$ cat src/rtl/uart_ic_pkg.sv
package uart_ic_pkg;

    // Interrupt identification codes (low nibble of the identification byte)
    typedef enum logic [3:0] {
        ID_MODEM   = 4'h0,
        ID_NONE    = 4'h1,
        ID_TX      = 4'h2,
        ID_RXDATA  = 4'h4,
        ID_LINE    = 4'h6,
        ID_TIMEOUT = 4'hC
    } irq_id_e;

    // Sticky line errors; bit order matches status byte bits 4:1
    typedef struct packed {
        logic brk;
        logic framing;
        logic parity;
        logic overrun;
    } line_err_t;

    localparam int unsigned N_TRIG = 4;
    localparam int unsigned N_SRC  = 5;

    // Receive threshold for a selector value, scaled to the FIFO depth
    function automatic int unsigned trig_level(input int unsigned sel,
                                               input int unsigned depth);
        int unsigned lvl;
        case (sel)
            0:       lvl = 1;
            1:       lvl = depth / 4;
            2:       lvl = depth / 2;
            default: lvl = (depth > 2) ? depth - 2 : 1;
        endcase
        if (lvl < 1) lvl = 1;
        return lvl;
    endfunction

endpackage

$ cat src/rtl/uart_ic_line.sv
module uart_ic_line
    import uart_ic_pkg::*;
(
    input  logic      clk,
    input  logic      rst_n,
    input  line_err_t err_in,
    input  logic      lsr_read,
    input  logic      modem_delta,
    input  logic      msr_read,
    input  logic      ie_line_err,
    input  logic      ie_modem,
    output line_err_t err_nxt,
    output logic      line_src,
    output logic      modem_src
);

    typedef struct packed {
        line_err_t err;
        logic      modem;
    } state_t;

    state_t st_d, st_q;

    always_comb begin
        st_d = st_q;
        if (lsr_read) st_d.err = '0;
        st_d.err = line_err_t'(st_d.err | err_in);   // a new strobe wins over the read
        if (msr_read)    st_d.modem = 1'b0;
        if (modem_delta) st_d.modem = 1'b1;
    end

    always_ff @(posedge clk or negedge rst_n) begin
        if (!rst_n) st_q <= '0;
        else        st_q <= st_d;
    end

    assign err_nxt   = st_d.err;
    assign line_src  = ie_line_err & (|st_d.err);
    assign modem_src = ie_modem & st_d.modem;

endmodule

$ cat src/rtl/uart_ic_rx.sv
module uart_ic_rx
    import uart_ic_pkg::*;
#(
    parameter int unsigned DEPTH = 16,
    parameter int unsigned LVL_W = 5
) (
    input  logic             clk,
    input  logic             rst_n,
    input  logic             fifo_en,
    input  logic             ie_rx_data,
    input  logic [1:0]       trig_sel,
    input  logic [LVL_W-1:0] rx_level,
    input  logic             char_timeout,
    input  logic             rx_read,
    output logic             data_src,
    output logic             tmo_src
);

    logic [LVL_W-1:0] trig_tab [N_TRIG];

    for (genvar g = 0; g < N_TRIG; g++) begin : g_trig
        assign trig_tab[g] = LVL_W'(trig_level(g, DEPTH));
    end

    typedef struct packed {
        logic tmo;
    } state_t;

    state_t st_d, st_q;
    logic   have_chars;
    logic   at_trig;
    logic   tmo_allowed;

    always_comb begin
        have_chars  = (rx_level != '0);
        at_trig     = fifo_en ? (rx_level >= trig_tab[trig_sel]) : have_chars;
        // timeouts exist only in FIFO interrupt mode with data waiting
        tmo_allowed = fifo_en & ie_rx_data & have_chars;
        st_d = st_q;
        if (!tmo_allowed || rx_read) st_d.tmo = 1'b0;
        else if (char_timeout)       st_d.tmo = 1'b1;
    end

    always_ff @(posedge clk or negedge rst_n) begin
        if (!rst_n) st_q <= '0;
        else        st_q <= st_d;
    end

    assign data_src = ie_rx_data & at_trig;
    assign tmo_src  = st_d.tmo;

endmodule

$ cat src/rtl/uart_ic_tx.sv
module uart_ic_tx #(
    parameter int unsigned LVL_W = 5
) (
    input  logic             clk,
    input  logic             rst_n,
    input  logic             fifo_en,
    input  logic             ie_tx_empty,
    input  logic [LVL_W-1:0] tx_level,
    input  logic             tx_write,
    input  logic             iir_read,
    input  logic             iir_shows_tx,
    output logic             tx_src
);

    typedef struct packed {
        logic armed;    // a character went in since the last empty report
        logic pend;     // transmit-empty interrupt waiting
        logic fe_prev;  // FIFO enable seen at the previous edge
    } state_t;

    state_t st_d, st_q;
    logic   drained;
    logic   fe_rise;

    always_comb begin
        st_d         = st_q;
        st_d.fe_prev = fifo_en;
        fe_rise      = fifo_en & ~st_q.fe_prev;
        drained      = (tx_level == '0) & st_q.armed & ~tx_write;

        if (tx_write)              st_d.armed = 1'b1;
        else if (tx_level == '0)   st_d.armed = 1'b0;

        if (!ie_tx_empty)                 st_d.pend = 1'b0;
        else if (fe_rise)                 st_d.pend = 1'b1;
        else if (tx_write)                st_d.pend = 1'b0;
        else if (drained)                 st_d.pend = 1'b1;
        else if (iir_read & iir_shows_tx) st_d.pend = 1'b0;
    end

    always_ff @(posedge clk or negedge rst_n) begin
        if (!rst_n) st_q <= '0;
        else        st_q <= st_d;
    end

    assign tx_src = st_d.pend;

endmodule

$ cat src/rtl/uart_intr_ctl.sv
module uart_intr_ctl
    import uart_ic_pkg::*;
#(
    parameter  int unsigned FIFO_DEPTH = 16,
    localparam int unsigned LVL_W      = $clog2(FIFO_DEPTH + 1)
) (
    input  logic             clk,
    input  logic             rst_n,
    input  logic             fifo_en,
    input  logic             ie_line_err,
    input  logic             ie_rx_data,
    input  logic             ie_tx_empty,
    input  logic             ie_modem,
    input  logic [1:0]       trig_sel,
    input  logic [LVL_W-1:0] rx_level,
    input  logic [LVL_W-1:0] tx_level,
    input  logic             tsr_empty,
    input  logic             rx_fifo_err,
    input  logic             err_overrun,
    input  logic             err_parity,
    input  logic             err_framing,
    input  logic             err_break,
    input  logic             char_timeout,
    input  logic             modem_delta,
    input  logic             tx_write,
    input  logic             rx_read,
    input  logic             iir_read,
    input  logic             lsr_read,
    input  logic             msr_read,
    output logic [7:0]       iir_o,
    output logic             irq_o,
    output logic [7:0]       lsr_o
);

    // Sources ranked from highest (index 0) to lowest priority
    localparam irq_id_e RANK_ID [N_SRC] = '{ID_LINE, ID_RXDATA, ID_TIMEOUT, ID_TX, ID_MODEM};

    typedef struct packed {
        logic [7:0] iir;
        logic       irq;
        logic [7:0] lsr;
    } out_t;

    localparam out_t OUT_RST = '{iir: 8'h01, irq: 1'b0, lsr: 8'h60};

    line_err_t        err_in, err_nxt;
    logic             line_src, modem_src, data_src, tmo_src, tx_src;
    logic [N_SRC-1:0] src;
    irq_id_e          id;
    out_t             out_d, out_q;

    assign err_in = '{brk: err_break, framing: err_framing, parity: err_parity, overrun: err_overrun};

    uart_ic_line line_i (
        .clk         (clk),
        .rst_n       (rst_n),
        .err_in      (err_in),
        .lsr_read    (lsr_read),
        .modem_delta (modem_delta),
        .msr_read    (msr_read),
        .ie_line_err (ie_line_err),
        .ie_modem    (ie_modem),
        .err_nxt     (err_nxt),
        .line_src    (line_src),
        .modem_src   (modem_src)
    );

    uart_ic_rx #(.DEPTH(FIFO_DEPTH), .LVL_W(LVL_W)) rx_i (
        .clk          (clk),
        .rst_n        (rst_n),
        .fifo_en      (fifo_en),
        .ie_rx_data   (ie_rx_data),
        .trig_sel     (trig_sel),
        .rx_level     (rx_level),
        .char_timeout (char_timeout),
        .rx_read      (rx_read),
        .data_src     (data_src),
        .tmo_src      (tmo_src)
    );

    uart_ic_tx #(.LVL_W(LVL_W)) tx_i (
        .clk          (clk),
        .rst_n        (rst_n),
        .fifo_en      (fifo_en),
        .ie_tx_empty  (ie_tx_empty),
        .tx_level     (tx_level),
        .tx_write     (tx_write),
        .iir_read     (iir_read),
        .iir_shows_tx (out_q.iir[3:0] == ID_TX),
        .tx_src       (tx_src)
    );

    assign src = {modem_src, tx_src, tmo_src, data_src, line_src};

    always_comb begin
        id = ID_NONE;
        for (int r = N_SRC - 1; r >= 0; r--) begin
            if (src[r]) id = RANK_ID[r];
        end

        out_d.iir    = {fifo_en, fifo_en, 2'b00, id};
        out_d.irq    = (id != ID_NONE);
        out_d.lsr[0] = (rx_level != '0);
        out_d.lsr[4:1] = err_nxt;
        out_d.lsr[5] = (tx_level == '0);
        out_d.lsr[6] = (tx_level == '0) & tsr_empty;
        out_d.lsr[7] = fifo_en & rx_fifo_err;
    end

    always_ff @(posedge clk or negedge rst_n) begin
        if (!rst_n) out_q <= OUT_RST;
        else        out_q <= out_d;
    end

    assign iir_o = out_q.iir;
    assign irq_o = out_q.irq;
    assign lsr_o = out_q.lsr;

endmodule

$ cat config.mk
export PLATFORM = sky130hd
export DESIGN_NAME = uart_intr_ctl
export DESIGN_NICKNAME = d
export VERILOG_FILES = /design/src/rtl/uart_ic_pkg.sv /design/src/rtl/uart_ic_line.sv /design/src/rtl/uart_ic_rx.sv /design/src/rtl/uart_ic_tx.sv /design/src/rtl/uart_intr_ctl.sv
export SDC_FILE = /design/constraint.sdc
export NUM_CORES = 1
export LEC_CHECK = 0
export BUFFER_PORTS_ARGS = -buffer_cell sky130_fd_sc_hd__buf_2
export CAP_MARGIN = 20
export CORE_UTILIZATION = 39
export CTS_CLUSTER_SIZE = 12
export DETAILED_ROUTE_END_ITERATION = 16
export GPL_ROUTABILITY_DRIVEN = 0
export HOLD_SLACK_MARGIN = 0.15
export PLACE_DENSITY = 0.74
export SYNTH_ARGS = -nofsm -noshare
export SYNTH_HDL_FRONTEND = slang
export SYNTH_SLANG_ARGS = --single-unit
$ cat constraint.sdc
create_clock -name clk -period 1.5 [get_ports clk]
set_input_delay 0.225 -clock clk [delete_from_list [all_inputs] [get_ports clk]]
set_output_delay 0.225 -clock clk [all_outputs]
set_load 0.1 [all_outputs]
==> After elaboration in Yosys (flattened, before gate mapping) <==
Cells that the tools add are included.
{ "totals": {"register_bits": 23, "input_bits": 32, "output_inout_bits": 17, "word_cells": 58} }
{ "op_classes": {"n_eq_ne": 2, "mux": 21, "n_reduce_logical": 6, "order_cmp": 2, "bitwise_logic": 15} }
{ "ops": {"columns": ["cell", "n"], "rows": [
  ["$mux W4", 4],
  ["$mux W1", 13],
  ["$and A1 B1 Y1", 11],
  ["$bmux W5 S2", 1],
  ["$mux W5", 2],
  ["$ge A5 B5 Y1", 1],
  ["$logic_not A5 Y1", 1],
  ["$reduce_bool A5 Y1", 1],
  ["$eq A4 B2 Y1 const B", 1],
  ["$ne A4 B1 Y1 const B", 1],
  ["$or A4 B4 Y4", 1],
  ["$reduce_or A4 Y1", 1],
  ["$ge A3 B3 Y1 const B", 1],
  ["$not A2 Y3", 1],
  ["$mux W2", 1],
  ["$not A1 Y1", 2],
  ["$reduce_bool A2 Y1", 1],
  ["$logic_not A1 Y1", 1],
  ["$logic_or A1 B1 Y1", 1]
]} }

==> Longest topological paths before layout <==
{ "depth": {"word_depth": 12, "ltp_mapped": 7, "depth_no_buf": 7} }

==> Hierarchy <==
Synthesis repeated with hierarchy kept, for this count alone.
{ "unflattened": {"cells_unflattened": 83, "area_unflattened_um2": 1003.5} }
{ "modules_own_cells": {"columns": ["module", "instances", "cells_per_inst", "area_per_inst_um2"], "rows": [
  ["uart_intr_ctl", 1, 32, 478.0],
  ["uart_ic_line", 1, 18, 221.5],
  ["uart_ic_rx", 1, 20, 167.7],
  ["uart_ic_tx", 1, 13, 136.4]
]} }

==> Worst setup path before layout <==
OpenSTA, ideal clock, no wires.
{ "synth_path": {"path_type": "register -> register", "startpoint": "register out_q, in the netlist iir_o[1]", "endpoint": "register out_q, in the netlist irq_o", "t_arrival_ns": 1.796, "setup_slack_ns": -0.420, "t_required_ns": 1.376, "stages_incl_launch_ff": 6, "setup_time_ns": 0.124, "n_path_buf": 0, "path_cell_list": "dfrtp_1 > nor4b_1 > nand2_1 > a22oi_1 > o21ai_2 > a211o_1"} }
{ "synth_lines": {"columns": ["item", "line_no", "source"], "rows": [
  ["start, declared", "uart_intr_ctl.sv:50", "out_t out_d, out_q;"],
  ["start signal, assigned", "uart_intr_ctl.sv:112", "else out_q <= out_d;"]
]} }

==> reports/metrics.yaml <==
grt:
  antenna_found_initial: 0
  grt_max_degree: 19
  grt-ovfl-total: 0
  grt_pass1_vias: 762
  grt_usage_pct: 17.1
  grt_pass1_wl_um: 3150
clock_network:
  clk_pin_slew_ns: 0.10
  root_buffer: "clkbuf_4"
  cts_buffer_depth: 2
  htreeDepth: 1
  insertion_delay_ns: 0.29
  cts_tree: "built"
  cts-buffers-inserted: 3
  clock-sinks: 18
synthesis:
  synthCells: 79
  synth_edf_count: 0
  synth_flop_cell: "dfrtp_1"
  syn_area_um2: 912
  synth_common_cells: "15 x dfrtp_1, 8 x buf_4, 6 x a21o_1, 6 x nand2_1, 5 x inv_1"
  synth.distinct_cells: 33
  synth_top_family_by_area: "compound AO/OA/AOI/OAI gates"
  yosysSeqAreaShare_pct: 49.8
  synth_compound_gate_area_share_pct: 19.1
  synth.area.mux_share_pct: 0
  synth-xor-area-share_pct: 0
  synth_top_area_share_pct: 41.2
  ys_warn_count: 0
  syn_avg_cell_area_um2: 11.5
  synth-adder-area-share_pct: 5.49
  yosysMostFrequentCell: "dfrtp_1"
  synth_area_leader_cell: "dfrtp_1"
  ys_seq_elements: 18
  synthArstFlopShare_pct: 100
  synth_area_leaders: "dfrtp_1 41%, dfstp_2 8.6%, buf_4 6.6%, ha_1 5.5%, a21o_1 4.9%"
  synth-simple-area-share_pct: 16.2
finish:
  diodes: 0
  drive_above_1_share_pct: 53.3
  area_delta_synth_final_pct: 45.0
  nets: 174
  final_cells: 165
  fillers: 218
  finish.utilization_pct: 59.8
placed_design:
  dp_hpwl_um: 1480
  port_buffers: 46
  placed_cells: 150
sta:
  hold_violations: 0
  fin_crit_sh_pct: 105
  finalWorstSetupSlack_ns: -0.0697
  rsz0062_at_grt: "yes"
  finalClockSkew_ns: 0.00831
  finalSetupViolations: 1
  fmax_mhz: 637
  slew_viol_final: 0
  post-route-min-period_ns: 1.57
setup_path:
  cp_cell_sequence: "a21o_1 > o41a_1 > o21bai_4 > a211o_1"
  r2r-end: "irq_o"
  timing.rr.start: "lsr_o[2]"
  rrSetupSlack_ns: -0.07
  reg2reg_depth: 4
  critPathCaptureType: "flop"
  cp_data_arrival_time_ns: 1.75
  cpPeakStageDelay_ns: 0.45
  crit_type: "flop to flop"
  cp-startpoint: "lsr_o[2]"
  critPathRequiredTime_ns: 1.68
  cp_max_fo: 3
  cp_slowest_cell: "o41a_1"
  crit_path_end: "irq_o"
  start_kind: "flop"
route:
  drcViolationCount: 0
  wl_per_cell_um: 11.9
  drtIter0Drc: 2
  detail_route.vias_per_cell: 4.68
  drtAntennaViolNets: 0
  wirelength_um: 1960
  vias: 772
  first_pass_iters: 4
run:
  maxCapViolCount: 0
die:
  start_util_pct: 41.2
  core-area_um2: 2210
  die_w_um: 50.4
  die_area_um2: 2540
  die_h_um: 50.4
  rows: 17
  ios: 49
power:
  leakage_uw: 0.000639
  p_per_area_nw_per_um2: 875
  ir_worst_vdd_mv: 0.391
status:
  violations: "negative setup slack"
  status: "complete, but fails checks"
min_path:
  hp-class: "input pin to flop"
[metrics by stage]
step / total power, uW / TNS, ns / area, um^2 / setup WS (ns) / hold WS [ns]
finish: 1160 / -0.0697 / 1320 / -0.0697 / 0.161
global route: 1210 / -0.157 / 1320 / -0.115 / 0.165
CTS: 1160 / -0.0612 / 1300 / -0.0578 / 0.152
detailed placement: 893 / -0.512 / 1180 / -0.230 / 0.169
global placement: 885 / -0.392 / 1180 / -0.166 / 0.165
floorplan: 810 / -0.0376 / 943 / -0.0376 / -0.0706
[layout make-up]
cell class	count	area, um^2	share of cell area (%)
clock buffer	4	26.3	1.99
inverter	6	22.5	1.70
sequential	18	465	35.2
tap	28	35.0	2.65
multi-input combinational	48	408	30.8
timing repair buffer	61	365	27.6
[state kept, by name, summed over array words and instances (netlist names)]
register,flops
irq_o,1
iir_o,5
rx_i.st_q,1
tx_i.st_q,2
line_i.st_q,1
lsr_o,8
[power by group]
part	leakage [uW]	total, uW	switching, uW	internal (uW)
Clock	0.0000150	242	139	103
Combinational	0.000428	389	271	118
Sequential	0.000197	527	12.7	514
[repair_timing]
| item | CTS | global route |
|---|---|---|
| gates cloned | 0 | 0 |
| pin swaps | 3 | 3 |
| buffers inserted | 2 | 1 |
| endpoints found under the hold margin | 23 | 0 |
| resized for setup | 0 | 3 |
| endpoints found under the setup margin | 2 | 6 |
| hold buffers | 8 | 0 |
[worst min path at each step]
stage | startpoint | endpoint | cells past startpoint
after floorplan | rst_n | iir_o[6] | 0
after global placement | rst_n | tx_i.st_q[1] | 1
after detailed placement | rst_n | tx_i.st_q[2] | 1
after CTS | tsr_empty | lsr_o[6] | 2
after global routing | tsr_empty | lsr_o[6] | 2
final | tsr_empty | lsr_o[6] | 2
[worst max-delay path: cells and delay by family (launching register included)]
| family | cells | cell delay (ns) |
|---|---|---|
| compound gates | 4 | 1.06 |
| flops | 1 | 0.39 |
[layer usage]
metal  routed length (um)  up-vias  track usage [%]
li1                     -      380                -
met3                  103        2             2.73
met5                    0        -                0
met2                 1110       31             31.3
met4                   14        0             9.72
met1                  728      359             18.5
[kinds of logic (layout without fill, tap and decap cells)]
family | count (synthesis) | after routing
simple gates | 23 | 23
compound gates | 19 | 19
flops | 18 | 18
buf+inv | 14 | 71
fa+ha+maj | 4 | 4
other cells | 1 | 2
[cells in the final DEF, fill, tap and decap left out, types with 2 or more instances in the layout]
master / instances
dlygate4sd3_1: 8
dfstp_2: 3
inv_1: 5
ha_1: 4
a21o_1: 6
and2_1: 2
nor2b_1: 2
buf_2: 45
clkbuf_4: 4
dfrtp_4: 3
nand2_1: 6
nor2_1: 2
buf_4: 7
nand2b_1: 2
conb_1: 2
dfrtp_1: 12
No activity file was read; power rests on OpenSTA's default activity.
